===== config.mk =====
export PLATFORM = sky130hd
export DESIGN_NAME = scsi_bus_regs
export DESIGN_NICKNAME = d
export VERILOG_FILES = /design/src/rtl/scsi_regs_pkg.sv /design/src/rtl/scsi_host_regs.sv /design/src/rtl/scsi_bus_drive.sv /design/src/rtl/scsi_event_ctl.sv /design/src/rtl/scsi_bus_regs.sv
export SDC_FILE = /design/constraint.sdc
export NUM_CORES = 1
export LEC_CHECK = 0
export BUFFER_PORTS_ARGS = -buffer_cell sky130_fd_sc_hd__clkbuf_2
export CORE_ASPECT_RATIO = 1.2
export CORE_MARGIN = 10
export CORE_UTILIZATION = 42
export CTS_CLUSTER_DIAMETER = 100
export DETAILED_ROUTE_END_ITERATION = 8
export HOLD_SLACK_MARGIN = 0.03
export MAX_ROUTING_LAYER = met4
export SYNTH_ARGS = -nofsm -noshare
export SYNTH_HDL_FRONTEND = slang
export SYNTH_HIERARCHICAL = 1
export SYNTH_SLANG_ARGS = --single-unit

===== constraint.sdc =====
create_clock -name clk -period 4.5 [get_ports clk]
set_clock_uncertainty 0.05 [all_clocks]
set_input_delay 0.225 -clock clk [delete_from_list [all_inputs] [get_ports clk]]
set_output_delay 0.225 -clock clk [all_outputs]
set_load 0.05 [all_outputs]

===== src/rtl/scsi_regs_pkg.sv =====
package scsi_regs_pkg;
  localparam int DW = 8;
  localparam int AW = 3;

  // register addresses; read and write meanings differ at several of them
  localparam logic [AW-1:0] A_DATA   = 3'd0;
  localparam logic [AW-1:0] A_ICMD   = 3'd1;
  localparam logic [AW-1:0] A_MODE   = 3'd2;
  localparam logic [AW-1:0] A_TCMD   = 3'd3;
  localparam logic [AW-1:0] A_STAT   = 3'd4;
  localparam logic [AW-1:0] A_BSTAT  = 3'd5;
  localparam logic [AW-1:0] A_INDATA = 3'd6;
  localparam logic [AW-1:0] A_CLR    = 3'd7;

  // control line vector indices
  localparam int NCTL  = 9;
  localparam int L_ATN = 0;
  localparam int L_SEL = 1;
  localparam int L_IO  = 2;
  localparam int L_CD  = 3;
  localparam int L_MSG = 4;
  localparam int L_ACK = 5;
  localparam int L_REQ = 6;
  localparam int L_BSY = 7;
  localparam int L_RST = 8;

  typedef struct packed {
    logic blk_dma;
    logic target;
    logic par_chk;
    logic par_irq;
    logic eop_irq;
    logic mon_bsy;
    logic dma;
    logic arb;
  } mode_t;

  typedef struct packed {
    logic rst;
    logic ack;
    logic bsy;
    logic sel;
    logic atn;
    logic dout;
  } icmd_t;
endpackage


===== src/rtl/scsi_host_regs.sv =====
module scsi_host_regs
  import scsi_regs_pkg::*;
#(
  parameter int DATA_W = DW,
  parameter int ADDR_W = AW
) (
  input  logic              clk,
  input  logic              rst,
  input  logic              wr_en,
  input  logic [ADDR_W-1:0] addr,
  input  logic [DATA_W-1:0] wdata,
  output logic [DATA_W-1:0] out_data,
  output icmd_t             icmd,
  output logic              tri_en,
  output logic              diff_en,
  output mode_t             mode,
  output logic [3:0]        tcmd,
  output logic [DATA_W-1:0] sel_mask,
  output logic              start_send,
  output logic              start_trecv,
  output logic              start_irecv
);
  always_ff @(posedge clk) begin
    if (rst) begin
      out_data    <= '0;
      icmd        <= '0;
      tri_en      <= 1'b0;
      diff_en     <= 1'b0;
      mode        <= '0;
      tcmd        <= '0;
      sel_mask    <= '0;
      start_send  <= 1'b0;
      start_trecv <= 1'b0;
      start_irecv <= 1'b0;
    end else begin
      start_send  <= wr_en && (addr == A_BSTAT);
      start_trecv <= wr_en && (addr == A_INDATA);
      start_irecv <= wr_en && (addr == A_CLR);
      if (wr_en) begin
        case (addr)
          A_DATA: out_data <= wdata;
          A_ICMD: begin
            icmd    <= '{rst: wdata[7], ack: wdata[4], bsy: wdata[3],
                         sel: wdata[2], atn: wdata[1], dout: wdata[0]};
            tri_en  <= wdata[6];
            diff_en <= wdata[5];
          end
          A_MODE: mode     <= mode_t'(wdata[7:0]);
          A_TCMD: tcmd     <= wdata[3:0];
          A_STAT: sel_mask <= wdata;
          default: ;
        endcase
      end
    end
  end

  // start pulses never overlap
  a_r9_one_start: assert property (@(posedge clk) disable iff (rst)
    $onehot0({start_send, start_trecv, start_irecv}));

  // a write to the send address yields a pulse next cycle
  a_r9_send_pulse: assert property (@(posedge clk) disable iff (rst)
    (wr_en && addr == A_BSTAT) |=> (start_send && !start_irecv));
endmodule


===== src/rtl/scsi_bus_drive.sv =====
module scsi_bus_drive
  import scsi_regs_pkg::*;
#(
  parameter int DATA_W = DW,
  parameter int N_CTL  = NCTL
) (
  input  logic              clk,
  input  logic              rst,
  input  icmd_t             icmd,
  input  logic              tri_en,
  input  logic              target,
  input  logic              arb,
  input  logic [3:0]        tcmd,
  input  logic [DATA_W-1:0] out_data,
  input  logic              phase_match,
  output logic [N_CTL-1:0]  ctl_oe,
  output logic              data_oe,
  output logic [DATA_W-1:0] data_o,
  output logic              par_o
);
  logic [N_CTL-1:0] ctl_nx;
  logic             dout_ok;
  logic             data_nx;

  always_comb begin
    ctl_nx        = '0;
    ctl_nx[L_RST] = icmd.rst;
    ctl_nx[L_BSY] = icmd.bsy;
    ctl_nx[L_SEL] = icmd.sel;
    ctl_nx[L_ACK] = icmd.ack & ~target;
    ctl_nx[L_ATN] = icmd.atn & ~target;
    ctl_nx[L_REQ] = tcmd[3] & target;
    ctl_nx[L_MSG] = tcmd[2] & target;
    ctl_nx[L_CD]  = tcmd[1] & target;
    ctl_nx[L_IO]  = tcmd[0] & target;
    // a target sends when IO is set; an initiator when IO is clear and phase agrees
    dout_ok = target ? tcmd[0] : (~tcmd[0] & phase_match);
    data_nx = arb | (icmd.dout & dout_ok);
    if (tri_en) begin
      ctl_nx  = '0;
      data_nx = 1'b0;
    end
  end

  always_ff @(posedge clk) begin
    if (rst) begin
      ctl_oe  <= '0;
      data_oe <= 1'b0;
      data_o  <= '0;
      par_o   <= 1'b1;
    end else begin
      ctl_oe  <= ctl_nx;
      data_oe <= data_nx;
      data_o  <= out_data;
      par_o   <= ~(^out_data);
    end
  end

  // tri-state request silences every driver on the next edge
  a_r7_tristate: assert property (@(posedge clk) disable iff (rst)
    tri_en |=> (ctl_oe == '0 && !data_oe));

  // a target never drives ACK
  a_r5_no_ack_tgt: assert property (@(posedge clk) disable iff (rst)
    target |=> !ctl_oe[L_ACK]);
endmodule


===== src/rtl/scsi_event_ctl.sv =====
module scsi_event_ctl
  import scsi_regs_pkg::*;
#(
  parameter int DATA_W = DW
) (
  input  logic              clk,
  input  logic              rst,
  input  logic              m_target,
  input  logic              m_dma,
  input  logic              m_par_chk,
  input  logic              m_par_irq,
  input  logic              m_eop_irq,
  input  logic              m_mon_bsy,
  input  logic [DATA_W-1:0] sel_mask,
  input  logic [DATA_W-1:0] bus_data,
  input  logic              bus_par,
  input  logic              bsy,
  input  logic              sel,
  input  logic              req,
  input  logic              ack,
  input  logic              phase_match,
  input  logic              start_send,
  input  logic              start_trecv,
  input  logic              start_irecv,
  input  logic              rd_indata,
  input  logic              rd_clr,
  input  logic              wr_data,
  output logic [DATA_W-1:0] in_latch,
  output logic              drq,
  output logic              irq,
  output logic              par_err,
  output logic              busy_err,
  output logic              end_dma,
  output logic              last_sent
);
  logic bsy_d, req_d, ack_d, pm_d, selhit_d;
  logic dma_act, dma_snd;
  logic [DATA_W-1:0] sel_bits;

  for (genvar g = 0; g < DATA_W; g++) begin : g_selbit
    assign sel_bits[g] = bus_data[g] & sel_mask[g];
  end

  logic start_any, strobe_fall, capture, par_ev, eop_ev, busy_ev;
  logic sel_hit, sel_ev, irq_set, drq_set, drq_clr;

  always_comb begin
    start_any   = start_send | start_trecv | start_irecv;
    strobe_fall = m_target ? (ack_d & ~ack) : (req_d & ~req);
    capture     = dma_act & ~dma_snd & strobe_fall;
    par_ev      = capture & m_par_chk & ~(^{bus_par, bus_data});
    eop_ev      = dma_act & ~m_target & pm_d & ~phase_match;
    busy_ev     = m_mon_bsy & bsy_d & ~bsy;
    sel_hit     = ~bsy & sel & (|sel_bits);
    sel_ev      = sel_hit & ~selhit_d;
    irq_set     = sel_ev | busy_ev | (par_ev & m_par_irq) | (eop_ev & m_eop_irq);
    drq_set     = (start_send & m_dma) | (dma_act & strobe_fall);
    drq_clr     = dma_snd ? wr_data : rd_indata;
  end

  always_ff @(posedge clk) begin
    if (rst) begin
      bsy_d    <= 1'b0;
      req_d    <= 1'b0;
      ack_d    <= 1'b0;
      pm_d     <= 1'b0;
      selhit_d <= 1'b0;
    end else begin
      bsy_d    <= bsy;
      req_d    <= req;
      ack_d    <= ack;
      pm_d     <= phase_match;
      selhit_d <= sel_hit;
    end
  end

  always_ff @(posedge clk) begin
    if (rst) begin
      dma_act   <= 1'b0;
      dma_snd   <= 1'b0;
      end_dma   <= 1'b0;
      last_sent <= 1'b0;
    end else if (start_any && m_dma) begin
      dma_act   <= 1'b1;
      dma_snd   <= start_send;
      end_dma   <= 1'b0;
      last_sent <= 1'b0;
    end else begin
      if (!m_dma) dma_act <= 1'b0;
      if (eop_ev) begin
        end_dma <= 1'b1;
        if (dma_snd) last_sent <= 1'b1;
      end
    end
  end

  always_ff @(posedge clk) begin
    if (rst) begin
      in_latch <= '0;
      drq      <= 1'b0;
    end else begin
      if (capture) in_latch <= bus_data;
      if (!m_dma)       drq <= 1'b0;
      else if (drq_set) drq <= 1'b1;
      else if (drq_clr) drq <= 1'b0;
    end
  end

  // flags: a new event beats the clearing read in the same cycle
  always_ff @(posedge clk) begin
    if (rst) begin
      irq      <= 1'b0;
      par_err  <= 1'b0;
      busy_err <= 1'b0;
    end else begin
      if (irq_set)     irq <= 1'b1;
      else if (rd_clr) irq <= 1'b0;
      if (par_ev)      par_err <= 1'b1;
      else if (rd_clr) par_err <= 1'b0;
      if (busy_ev)     busy_err <= 1'b1;
      else if (rd_clr) busy_err <= 1'b0;
    end
  end

  // a monitored BSY drop is flagged and interrupts
  a_r11_busy_err: assert property (@(posedge clk) disable iff (rst)
    (m_mon_bsy && bsy_d && !bsy) |=> (busy_err && irq));

  // the clearing read drops the interrupt unless a new event arrived
  a_r12_clear: assert property (@(posedge clk) disable iff (rst)
    (rd_clr && !irq_set) |=> !irq);

  // no DMA request outside DMA mode
  a_r10_drq_mode: assert property (@(posedge clk) disable iff (rst)
    !m_dma |=> !drq);
endmodule


===== src/rtl/scsi_bus_regs.sv =====
module scsi_bus_regs
  import scsi_regs_pkg::*;
#(
  parameter int DATA_W = DW,
  parameter int ADDR_W = AW,
  parameter int N_CTL  = NCTL
) (
  input  logic              clk,
  input  logic              rst,
  input  logic              host_wr,
  input  logic              host_rd,
  input  logic [ADDR_W-1:0] host_addr,
  input  logic [DATA_W-1:0] host_wdata,
  output logic [DATA_W-1:0] host_rdata,
  input  logic [DATA_W-1:0] bus_data_i,
  input  logic              bus_par_i,
  input  logic [N_CTL-1:0]  bus_ctl_i,
  output logic [DATA_W-1:0] bus_data_o,
  output logic              bus_par_o,
  output logic              bus_data_oe,
  output logic [N_CTL-1:0]  bus_ctl_oe,
  output logic              diff_en_o,
  output logic              dma_send_o,
  output logic              dma_trecv_o,
  output logic              dma_irecv_o,
  output logic              drq_o,
  output logic              irq_o
);
  // registered bus sample
  logic [DATA_W-1:0] s_data;
  logic              s_par;
  logic [N_CTL-1:0]  s_ctl;

  always_ff @(posedge clk) begin
    if (rst) begin
      s_data <= '0;
      s_par  <= 1'b0;
      s_ctl  <= '0;
    end else begin
      s_data <= bus_data_i;
      s_par  <= bus_par_i;
      s_ctl  <= bus_ctl_i;
    end
  end

  logic [DATA_W-1:0] out_data, sel_mask, in_latch;
  icmd_t             icmd;
  mode_t             mode;
  logic [3:0]        tcmd;
  logic              tri_en;
  logic              phase_match;
  logic              par_err, busy_err, end_dma, last_sent;

  assign phase_match = ({s_ctl[L_MSG], s_ctl[L_CD], s_ctl[L_IO]} == tcmd[2:0]);

  scsi_host_regs #(.DATA_W(DATA_W), .ADDR_W(ADDR_W)) u_regs (
    .clk(clk), .rst(rst), .wr_en(host_wr), .addr(host_addr), .wdata(host_wdata),
    .out_data(out_data), .icmd(icmd), .tri_en(tri_en), .diff_en(diff_en_o),
    .mode(mode), .tcmd(tcmd), .sel_mask(sel_mask),
    .start_send(dma_send_o), .start_trecv(dma_trecv_o), .start_irecv(dma_irecv_o)
  );

  scsi_bus_drive #(.DATA_W(DATA_W), .N_CTL(N_CTL)) u_drive (
    .clk(clk), .rst(rst), .icmd(icmd), .tri_en(tri_en), .target(mode.target),
    .arb(mode.arb), .tcmd(tcmd), .out_data(out_data), .phase_match(phase_match),
    .ctl_oe(bus_ctl_oe), .data_oe(bus_data_oe), .data_o(bus_data_o), .par_o(bus_par_o)
  );

  scsi_event_ctl #(.DATA_W(DATA_W)) u_evt (
    .clk(clk), .rst(rst),
    .m_target(mode.target), .m_dma(mode.dma), .m_par_chk(mode.par_chk),
    .m_par_irq(mode.par_irq), .m_eop_irq(mode.eop_irq), .m_mon_bsy(mode.mon_bsy),
    .sel_mask(sel_mask), .bus_data(s_data), .bus_par(s_par),
    .bsy(s_ctl[L_BSY]), .sel(s_ctl[L_SEL]), .req(s_ctl[L_REQ]), .ack(s_ctl[L_ACK]),
    .phase_match(phase_match),
    .start_send(dma_send_o), .start_trecv(dma_trecv_o), .start_irecv(dma_irecv_o),
    .rd_indata(host_rd && host_addr == A_INDATA),
    .rd_clr(host_rd && host_addr == A_CLR),
    .wr_data(host_wr && host_addr == A_DATA),
    .in_latch(in_latch), .drq(drq_o), .irq(irq_o), .par_err(par_err),
    .busy_err(busy_err), .end_dma(end_dma), .last_sent(last_sent)
  );

  logic arb_busy, arb_lost;
  logic [DATA_W-1:0] rd_mux;

  always_comb begin
    arb_busy = mode.arb;
    arb_lost = mode.arb & s_ctl[L_SEL] & ~icmd.sel;
    case (host_addr)
      A_DATA:   rd_mux = s_data;
      A_ICMD:   rd_mux = {icmd.rst, arb_busy, arb_lost, icmd.ack,
                          icmd.bsy, icmd.sel, icmd.atn, icmd.dout};
      A_MODE:   rd_mux = mode;
      A_TCMD:   rd_mux = {last_sent, 3'b000, tcmd};
      A_STAT:   rd_mux = {s_ctl[L_RST], s_ctl[L_BSY], s_ctl[L_REQ], s_ctl[L_MSG],
                          s_ctl[L_CD], s_ctl[L_IO], s_ctl[L_SEL], s_par};
      A_BSTAT:  rd_mux = {end_dma, drq_o, par_err, irq_o, phase_match,
                          busy_err, s_ctl[L_ATN], s_ctl[L_ACK]};
      A_INDATA: rd_mux = in_latch;
      default:  rd_mux = '0;
    endcase
  end

  always_ff @(posedge clk) begin
    if (rst)          host_rdata <= '0;
    else if (host_rd) host_rdata <= rd_mux;
  end

  // the interrupt bit read at address 5 mirrors the interrupt pin
  a_r4_irq_mirror: assert property (@(posedge clk) disable iff (rst)
    (host_rd && host_addr == A_BSTAT) |=> (host_rdata[4] == $past(irq_o)));

  // mode register reads back what was written
  a_r2_mode_rb: assert property (@(posedge clk) disable iff (rst)
    (host_wr && host_addr == A_MODE) |=> (mode == $past(host_wdata)));
endmodule


# After elaboration in Yosys (flattened, before gate mapping)
# Cells that the tools add are included.
# totals
register_bits	105
in_bits	33
output_inout_bits	33
elab_cells	144
# classes
eq_ne	9
n_mux	12
bitwise_logic	55
reduce_logical	24
# op_table
cell	count
$pmux 8 s7	1
$and 1x1->1	36
$eq 3x3->1 const B	4
$not 1->1	12
$reduce_and 2->1	6
$mux 1	11
$reduce_xor 9->1	1
$reduce_bool 2->1	4
$reduce_or 8->1	1
$reduce_xor 8->1	1
$logic_and 1x1->1	7
$or 1x1->1	7
$eq 3x2->1 const B	2
$reduce_or 2->1	3
$eq 3x1->1 const B	1
$eq 3x3->1	1
$logic_not 3->1	1
$ne 2x1->1 const B	1

# Depth between registers and ports, before layout
# Gate-level depths: netlist of the first run.
# logic_depth
word_depth	10
mapped_depth	8
ltp_nobuf	6

# Cells and area by module
# Netlist of the first run, hierarchy kept.
# by_module_without_submodules
mod	instances	cells_per_inst	area_per_inst_um2	seq_area_each_um2
scsi_host_regs	1	139	1587.8	780.7
scsi_bus_regs	1	135	1351.3	520.5
scsi_event_ctl	1	88	909.6	420.4
scsi_bus_drive	1	51	595.6	380.4

# Least setup slack after synthesis of the first run
# OpenSTA, ideal clock, no wires.
# synth_timing
path_type	flip-flop to flip-flop
start	register s_data[0]
end	register u_evt.par_err
setup_ns	0.117
arrival_time_ns	1.345
required_time_ns	4.333
path_slack_ns	2.989
stages_incl_launch_ff	6
path_buffers	0
period_less_slack_ns	1.511
path_cell_list	dfxtp_1 > xnor2_1 > xnor3_1 > xnor2_1 > nor3b_2 > a22o_1
# synth_via
elab_chain_cells	4
word_cells_on_any_way	5
classes_between	mux (1); bitwise (2); reduce/logical (2)
# synth_rtl
element	line	source
start, declared	scsi_bus_regs.sv:30	logic [DATA_W-1:0] s_data;
start signal, assigned	scsi_bus_regs.sv:40	s_data <= bus_data_i;
$reduce_xor 9->1 *	scsi_event_ctl.sv:51	par_ev = capture & m_par_chk & ~(^{bus_par, bus_data});
$not 1->1 *	scsi_event_ctl.sv:51	
$and 1x1->1 *	scsi_event_ctl.sv:51	
$mux 1 or $reduce_bool 2->1 (tied branches)	--	
end signal, assigned	scsi_event_ctl.sv:113	par_err <= 1'b0;
end signal, assigned	scsi_event_ctl.sv:118	if (par_ev) par_err <= 1'b1;
end signal, assigned	scsi_event_ctl.sv:119	else if (rd_clr) par_err <= 1'b0;
end, declared	scsi_event_ctl.sv:31	output logic par_err,
# Mark *: on every way between the ends. The rest lies on a longest branch, timed or not.
# A chain may end at the register's enable or synchronous reset.

# Worst setup path in the final report of the first run
# layout_timing
start	register u_regs.tcmd[2]
end	register u_evt.irq
# layout_via
elab_chain_cells	6
word_cells_on_any_way	7
classes_between	eq/ne (1); mux (1); bitwise (4); reduce/logical (1)
# layout_rtl
element	line	source
start, declared	scsi_host_regs.sv:17	output logic [3:0] tcmd,
start signal, assigned	scsi_host_regs.sv:49	A_TCMD: tcmd <= wdata[3:0];
$eq 3x3->1 *	scsi_bus_regs.sv:54	assign phase_match = ({s_ctl[L_MSG], s_ctl[L_CD], s_ctl[L_IO]} == tcmd[2:0]);
named net phase_match	scsi_bus_regs.sv:51	logic phase_match;
$not 1->1 *	scsi_event_ctl.sv:52	eop_ev = dma_act & ~m_target & pm_d & ~phase_match;
$and 1x1->1 *	scsi_event_ctl.sv:52	
$and 1x1->1 *	scsi_event_ctl.sv:56	irq_set = sel_ev | busy_ev | (par_ev & m_par_irq) | (eop_ev & m_eop_irq);
$or 1x1->1 *	scsi_event_ctl.sv:56	
$mux 1 or $reduce_bool 2->1 (tied branches)	--	
end signal, assigned	scsi_event_ctl.sv:112	irq <= 1'b0;
end signal, assigned	scsi_event_ctl.sv:116	if (irq_set) irq <= 1'b1;
end signal, assigned	scsi_event_ctl.sv:117	else if (rd_clr) irq <= 1'b0;
end, declared	scsi_event_ctl.sv:30	output logic irq,
# Mark *: on every way through the listed nets, which the timed path passes. The rest lies on a longest branch.

==> results.json, run 1 <==
{
  "num-fill-cells": 973,
  "die_area_um2": 15100,
  "crit_top_cell": "a21oi_1",
  "numCtsBuffers": 9,
  "die_h_um": 133,
  "htreeDepth": 3,
  "grt_start_max_net_pins": 48,
  "cts.clk_slew.worst_paths_ns": 0.07,
  "outcome": "finished, final reports clean",
  "slew_headroom": 0.479,
  "peakVddDrop_v": 0.000145,
  "tns_ns": 0,
  "path_buf_inv": 0,
  "holdBufCountCts": 1,
  "syn_nets": 446,
  "power_leakage_nw": 2.17,
  "path_delay_family": "simple AND/OR/NAND/NOR gates",
  "post-route-period-util": 0.430,
  "finalCriticalPeriod_ns": 1.93,
  "grt_usage": 0.148,
  "clockBufferDepth": 2,
  "drv_slew": 0,
  "vias_per_cell": 5.26,
  "cap_violations": 0,
  "cp.arrival_ns": 2.17,
  "layout.nets": 502,
  "rows": 41,
  "wirelength_mm": 10.8,
  "synth_cells": 413,
  "critical_path_depth": 6,
  "cts_sinks": 105,
  "fin_ws_ns": 2.57,
  "area_delta_synth_final_pct": 14.8,
  "p_sw_frac": 0.227,
  "start_util": 0.427,
  "port_buffers": 65,
  "whs_ns": 0.0395,
  "max_slew.worst_pin.slew_ns": 0.771,
  "slowest_delay_ns": 0.70,
  "worstSkewPairLatency_ns": 0.34,
  "p_sw_uw": 449,
  "die_w_um": 114,
  "ys_ff_latch": 105,
  "grt_overflow": 0,
  "grt_pass1_vias": 3216,
  "gp_congestion": 0.898,
  "initialDrtViolationCount": 125,
  "intPower_mw": 1.53,
  "crit_path_end_kind": "flip-flop",
  "critPathKind": "flip-flop to flip-flop",
  "synth_area_per_cell_um2": 10.8,
  "power_frac_comb": 0.082,
  "synth_edf_count": 0,
  "power_density_nw_per_um2": 387,
  "drt_pass1_iterations": 4,
  "synth.area.top_cells": "dfxtp_1, mux2i_1, nand2b_1",
  "hold_viol_final": 0,
  "io_pins": 66,
  "pwr-share-seq": 0.494,
  "ys.flop_type": "dfxtp_1",
  "crit_required_ns": 4.74,
  "regToRegStartpoint": "u_regs/tcmd[2]",
  "crit_chain": "xor2_1 -> nor3_1 -> nor4bb_1 -> a21oi_1 -> a21oi_1 -> a31o_1",
  "r2r_cells": 6,
  "synth_area_um2": 4440,
  "cts_tree": "built",
  "synth_largest_area_cell": "dfxtp_1",
  "core_area_um2": 10400,
  "multi_input_area_um2": 2140,
  "timing.critical_path.fanout_max": 4,
  "fin_util": 0.490,
  "mostFrequentLayoutCell": "dfxtp_1",
  "hp-class": "input pin to flip-flop",
  "yosys_warnings": 6,
  "antenna_left": 0,
  "drive_gt1_frac": 0.194,
  "timing.fmax_mhz": 517,
  "antenna_found_initial": 0,
  "cp-start-kind": "flip-flop",
  "wl_per_cell_um": 17.9,
  "seq_area_frac_synth": 0.473,
  "cts_root_buf": "clkbuf_16",
  "crit_start": "u_regs/tcmd[2]",
  "cts_resized": 0,
  "endpoint": "u_evt/irq",
  "setup_viol": 0,
  "pwr-share-clk": 0.424,
  "synth_async_sr_flop_share": 0,
  "grt_pass1_wl_mm": 17.4,
  "drc_errors": 0,
  "fin_total_pwr_mw": 1.97,
  "post_cts_buffers": 0,
  "yosysUniqueCellTypes": 63,
  "mostFrequentLayoutCells": "dfxtp_1, clkbuf_2, mux2i_1, nand2b_1, nor2b_1",
  "synth_top_area_share": 0.473,
  "rsz0062_at_grt": "no",
  "r2r-end": "u_evt/irq",
  "pre_cts_slack_ns": 2.57,
  "dp_hpwl_mm": 7.79,
  "reg2reg_slack_ns": 2.57,
  "critPathSlowestCell": "nor4bb_1",
  "vias": 3169,
  "diodes": 0,
  "layout.area.seq_um2": 2100
}
metal layers:
| layer | vias up | GRT usage | part of all wire |
|---|---|---|---|
| li1 | 1549 | - | - |
| met1 | 1548 | 0.183 | 0.46 |
| met2 | 58 | 0.236 | 0.49 |
| met3 | 14 | 0.0299 | 0.034 |
| met4 | 0 | 0.0502 | 0.017 |
| met5 | - | - | 0 |
power by group through the flow:
stage	Combinational, mW	Clock [mW]	Sequential, mW
after global placement	0.161	0	0.997
after global routing	0.177	0.890	0.977
after CTS	0.164	0.859	0.976
after detailed placement	0.163	0	0.997
after floorplan	0.107	0	1.01
final	0.163	0.837	0.975
cell usage after synthesis, types with 3 or more instances:
master       n
a211oi_1     6
a21oi_1     11
a22oi_1      6
and2_1       3
and3_1       7
buf_4        3
buf_6       10
clkbuf_1     8
dfxtp_1    105
inv_1        8
mux2i_1     53
mux4_1       3
nand2_1     10
nand2b_1    48
nand4bb_1    4
nor2_1      21
nor2b_1     31
nor3b_1      3
nor4b_1      3
o21ai_0      6
xnor2_1     10
xor2_1       5
how the worst min path moves through the flow:
stage	from	endpoint	slack, ns	depth (start not counted)
after floorplan	rst	host_rdata[6]	0.25	1
after global placement	bus_data_i[4]	s_data[4]	0.39	2
after detailed placement	bus_data_i[2]	s_data[2]	0.39	2
after CTS	bus_data_i[0]	s_data[0]	0.03	2
after global routing	bus_ctl_i[1]	s_ctl[1]	0.05	2
final	bus_data_i[0]	s_data[0]	0.04	2
stage by stage:
stage / instance area (um^2) / cells
final: 5100 / 603
after global routing: 5100 / 603
after CTS: 5100 / 603
after detailed placement: 4770 / 586
after global placement: 4770 / 586
after floorplan: 4440 / 413
layout make-up:
type | count | area share
sequential | 105 | 0.412
multi-input combinational | 277 | 0.419
timing repair buffer | 68 | 0.0687
inverter | 8 | 0.00589
tap | 129 | 0.0316
clock buffer | 12 | 0.0483
clock inverter | 4 | 0.0145
registers in the layout (all words and copies together) (netlist names), 4 cells and up:
name / count
u_drive/ctl_oe: 9
u_regs/mode: 8
host_rdata: 8
u_evt/in_latch: 8
u_regs/sel_mask: 8
u_drive/data_o: 8
u_regs/out_data: 8
s_ctl: 9
s_data: 8
u_regs/icmd: 6
u_regs/tcmd: 4
kinds of logic after synthesis:
| family | after synthesis | share of synthesized area |
|---|---|---|
| AOI/OAI and AO/OA | 52 | 0.0825 |
| xor gates and xnor gates | 17 | 0.0383 |
| buffers and inverters | 31 | 0.0462 |
| DFF | 105 | 0.473 |
| muxes | 59 | 0.148 |
| and+or+nand+nor | 149 | 0.212 |
(Power assumes the default switching activity.)
==> run 2, diff against run 1 <==
clock period = 1.9 ns   (was 4.5 ns; I/O delays follow)
==> results.json, run 2 (synthesis results as in run 1) <==
{
  "cts_sinks": 105,
  "drive_gt1_frac": 0.217,
  "grt_pass1_wl_mm": 18.6,
  "crit_path_end_kind": "flip-flop",
  "diodes": 0,
  "wl_per_cell_um": 17.9,
  "critPathKind": "flip-flop to flip-flop",
  "max_slew.worst_pin.slew_ns": 0.478,
  "timing.fmax_mhz": 597,
  "power_leakage_nw": 2.35,
  "worstSkewPairLatency_ns": 0.35,
  "htreeDepth": 3,
  "peakVddDrop_v": 0.000382,
  "cts_tree": "built",
  "setup_viol": 0,
  "vias_per_cell": 5.16,
  "outcome": "finished, final reports clean",
  "mostFrequentLayoutCell": "dfxtp_1",
  "cp-start-kind": "flip-flop",
  "die_h_um": 133,
  "clockBufferDepth": 2,
  "gp_congestion": 0.863,
  "drc_errors": 0,
  "wirelength_mm": 11.5,
  "dp_hpwl_mm": 8.56,
  "cts_root_buf": "clkbuf_16",
  "mostFrequentLayoutCells": "dfxtp_1, clkbuf_2, mux2i_1, nand2b_1, nor2b_1",
  "initialDrtViolationCount": 159,
  "crit_required_ns": 2.08,
  "cts_resized": 0,
  "tns_ns": 0,
  "vias": 3305,
  "grt_pass1_vias": 3502,
  "die_area_um2": 15100,
  "rows": 41,
  "antenna_found_initial": 0,
  "cp.arrival_ns": 1.86,
  "reg2reg_slack_ns": 0.22,
  "hold_viol_final": 0,
  "drv_slew": 0,
  "io_pins": 66,
  "die_w_um": 114,
  "top_regs": "s_ctl: 9 flops, u_drive/ctl_oe: 9 flops",
  "antenna_left": 0,
  "pre_cts_slack_ns": 0.226,
  "layout.nets": 540,
  "start_util": 0.427,
  "post-route-period-util": 0.882,
  "cts.clk_slew.worst_paths_ns": 0.07,
  "fin_ws_ns": 0.224,
  "grt_overflow": 0,
  "grt_usage": 0.159,
  "cap_violations": 0,
  "rsz0062_at_grt": "no",
  "timing.critical_path.fanout_max": 4,
  "numCtsBuffers": 9,
  "drt_pass1_iterations": 4,
  "slew_headroom": 0.678,
  "core_area_um2": 10400,
  "port_buffers": 65,
  "grt_start_max_net_pins": 53,
  "hp-class": "input pin to flip-flop",
  "finalCriticalPeriod_ns": 1.68,
  "power_density_nw_per_um2": 853,
  "area_delta_synth_final_pct": 22.9,
  "fin_total_pwr_mw": 4.66
}
==> run 2: changes by cell type in the layout (fill, tap and decap cells not counted) <==
cell | previous run | this run
buf_12 | 0 | 3
buf_4 | 2 | 17
bufinv_16 | 2 | 1
clkbuf_1 | 2 | 1
clkinv_2 | 1 | 0
clkinv_4 | 0 | 2
clkinvlp_4 | 0 | 1
dlygate4sd3_1 | 1 | 21
==> run 2: where the power goes <==
| part | internal [mW] | switching (mW) |
|---|---|---|
| clock | 1.07 | 0.834 |
| sequential | 2.25 | 0.0467 |
| combinational | 0.217 | 0.240 |
| total | 3.54 | 1.12 |
==> run 2: area by class of cell <==
cell class                      instances  area, um^2
Sequential cell                       105        2100
Fill cell                             939        4950
Clock buffer                           11         243
Timing Repair Buffer                  106         723
Inverter                                8        30.0
Tap cell                              129         161
Clock inverter                          5        63.8
Multi-Input combinational cell        277        2140
==> run 2: metrics by stage <==
step | cell area [um^2] | utilization | instances | hold WS (ns)
final | 5460 | 0.524 | 641 | 0.0452
after CTS | 5460 | 0.524 | 641 | 0.0495
after global placement | 4940 | 0.475 | 604 | 0.258
after floorplan | 4440 | - | 413 | 0.117
after detailed placement | 4940 | 0.475 | 604 | 0.260
after global routing | 5460 | 0.524 | 641 | 0.0509
==> run 2: metal layers <==
layer / track usage / vias to the layer above / wire length [um]
met2: 0.257 / 77 / 5730
met4: 0.0676 / 0 / 318
li1: - / 1626 / -
met5: - / - / 0
met3: 0.0357 / 25 / 415
met1: 0.185 / 1577 / 5010
==> run 2: path summary, 6_finish.rpt <==
path | cells after the start | startpoint | end
min reg2reg | 2 | host_rdata[7] | host_rdata[7]
max | 5 | s_data[0] | u_evt/par_err
min | 3 | host_wdata[5] | u_regs/out_data[5]
max reg2reg | 5 | s_data[0] | u_evt/par_err
==> run 2: critical path: stages (launching register included) <==
cell	delay (ns)
dfxtp_1	0.44
xnor2_1	0.15
xnor3_1	0.43
xnor2_1	0.19
nor3b_2	0.07
a22o_1	0.23
==> run 2: timing repair <==
action                                 4_1_cts  5_1_grt
buffers inserted                             0        0
hold buffers                                21        0
endpoints found under the hold margin       18        0
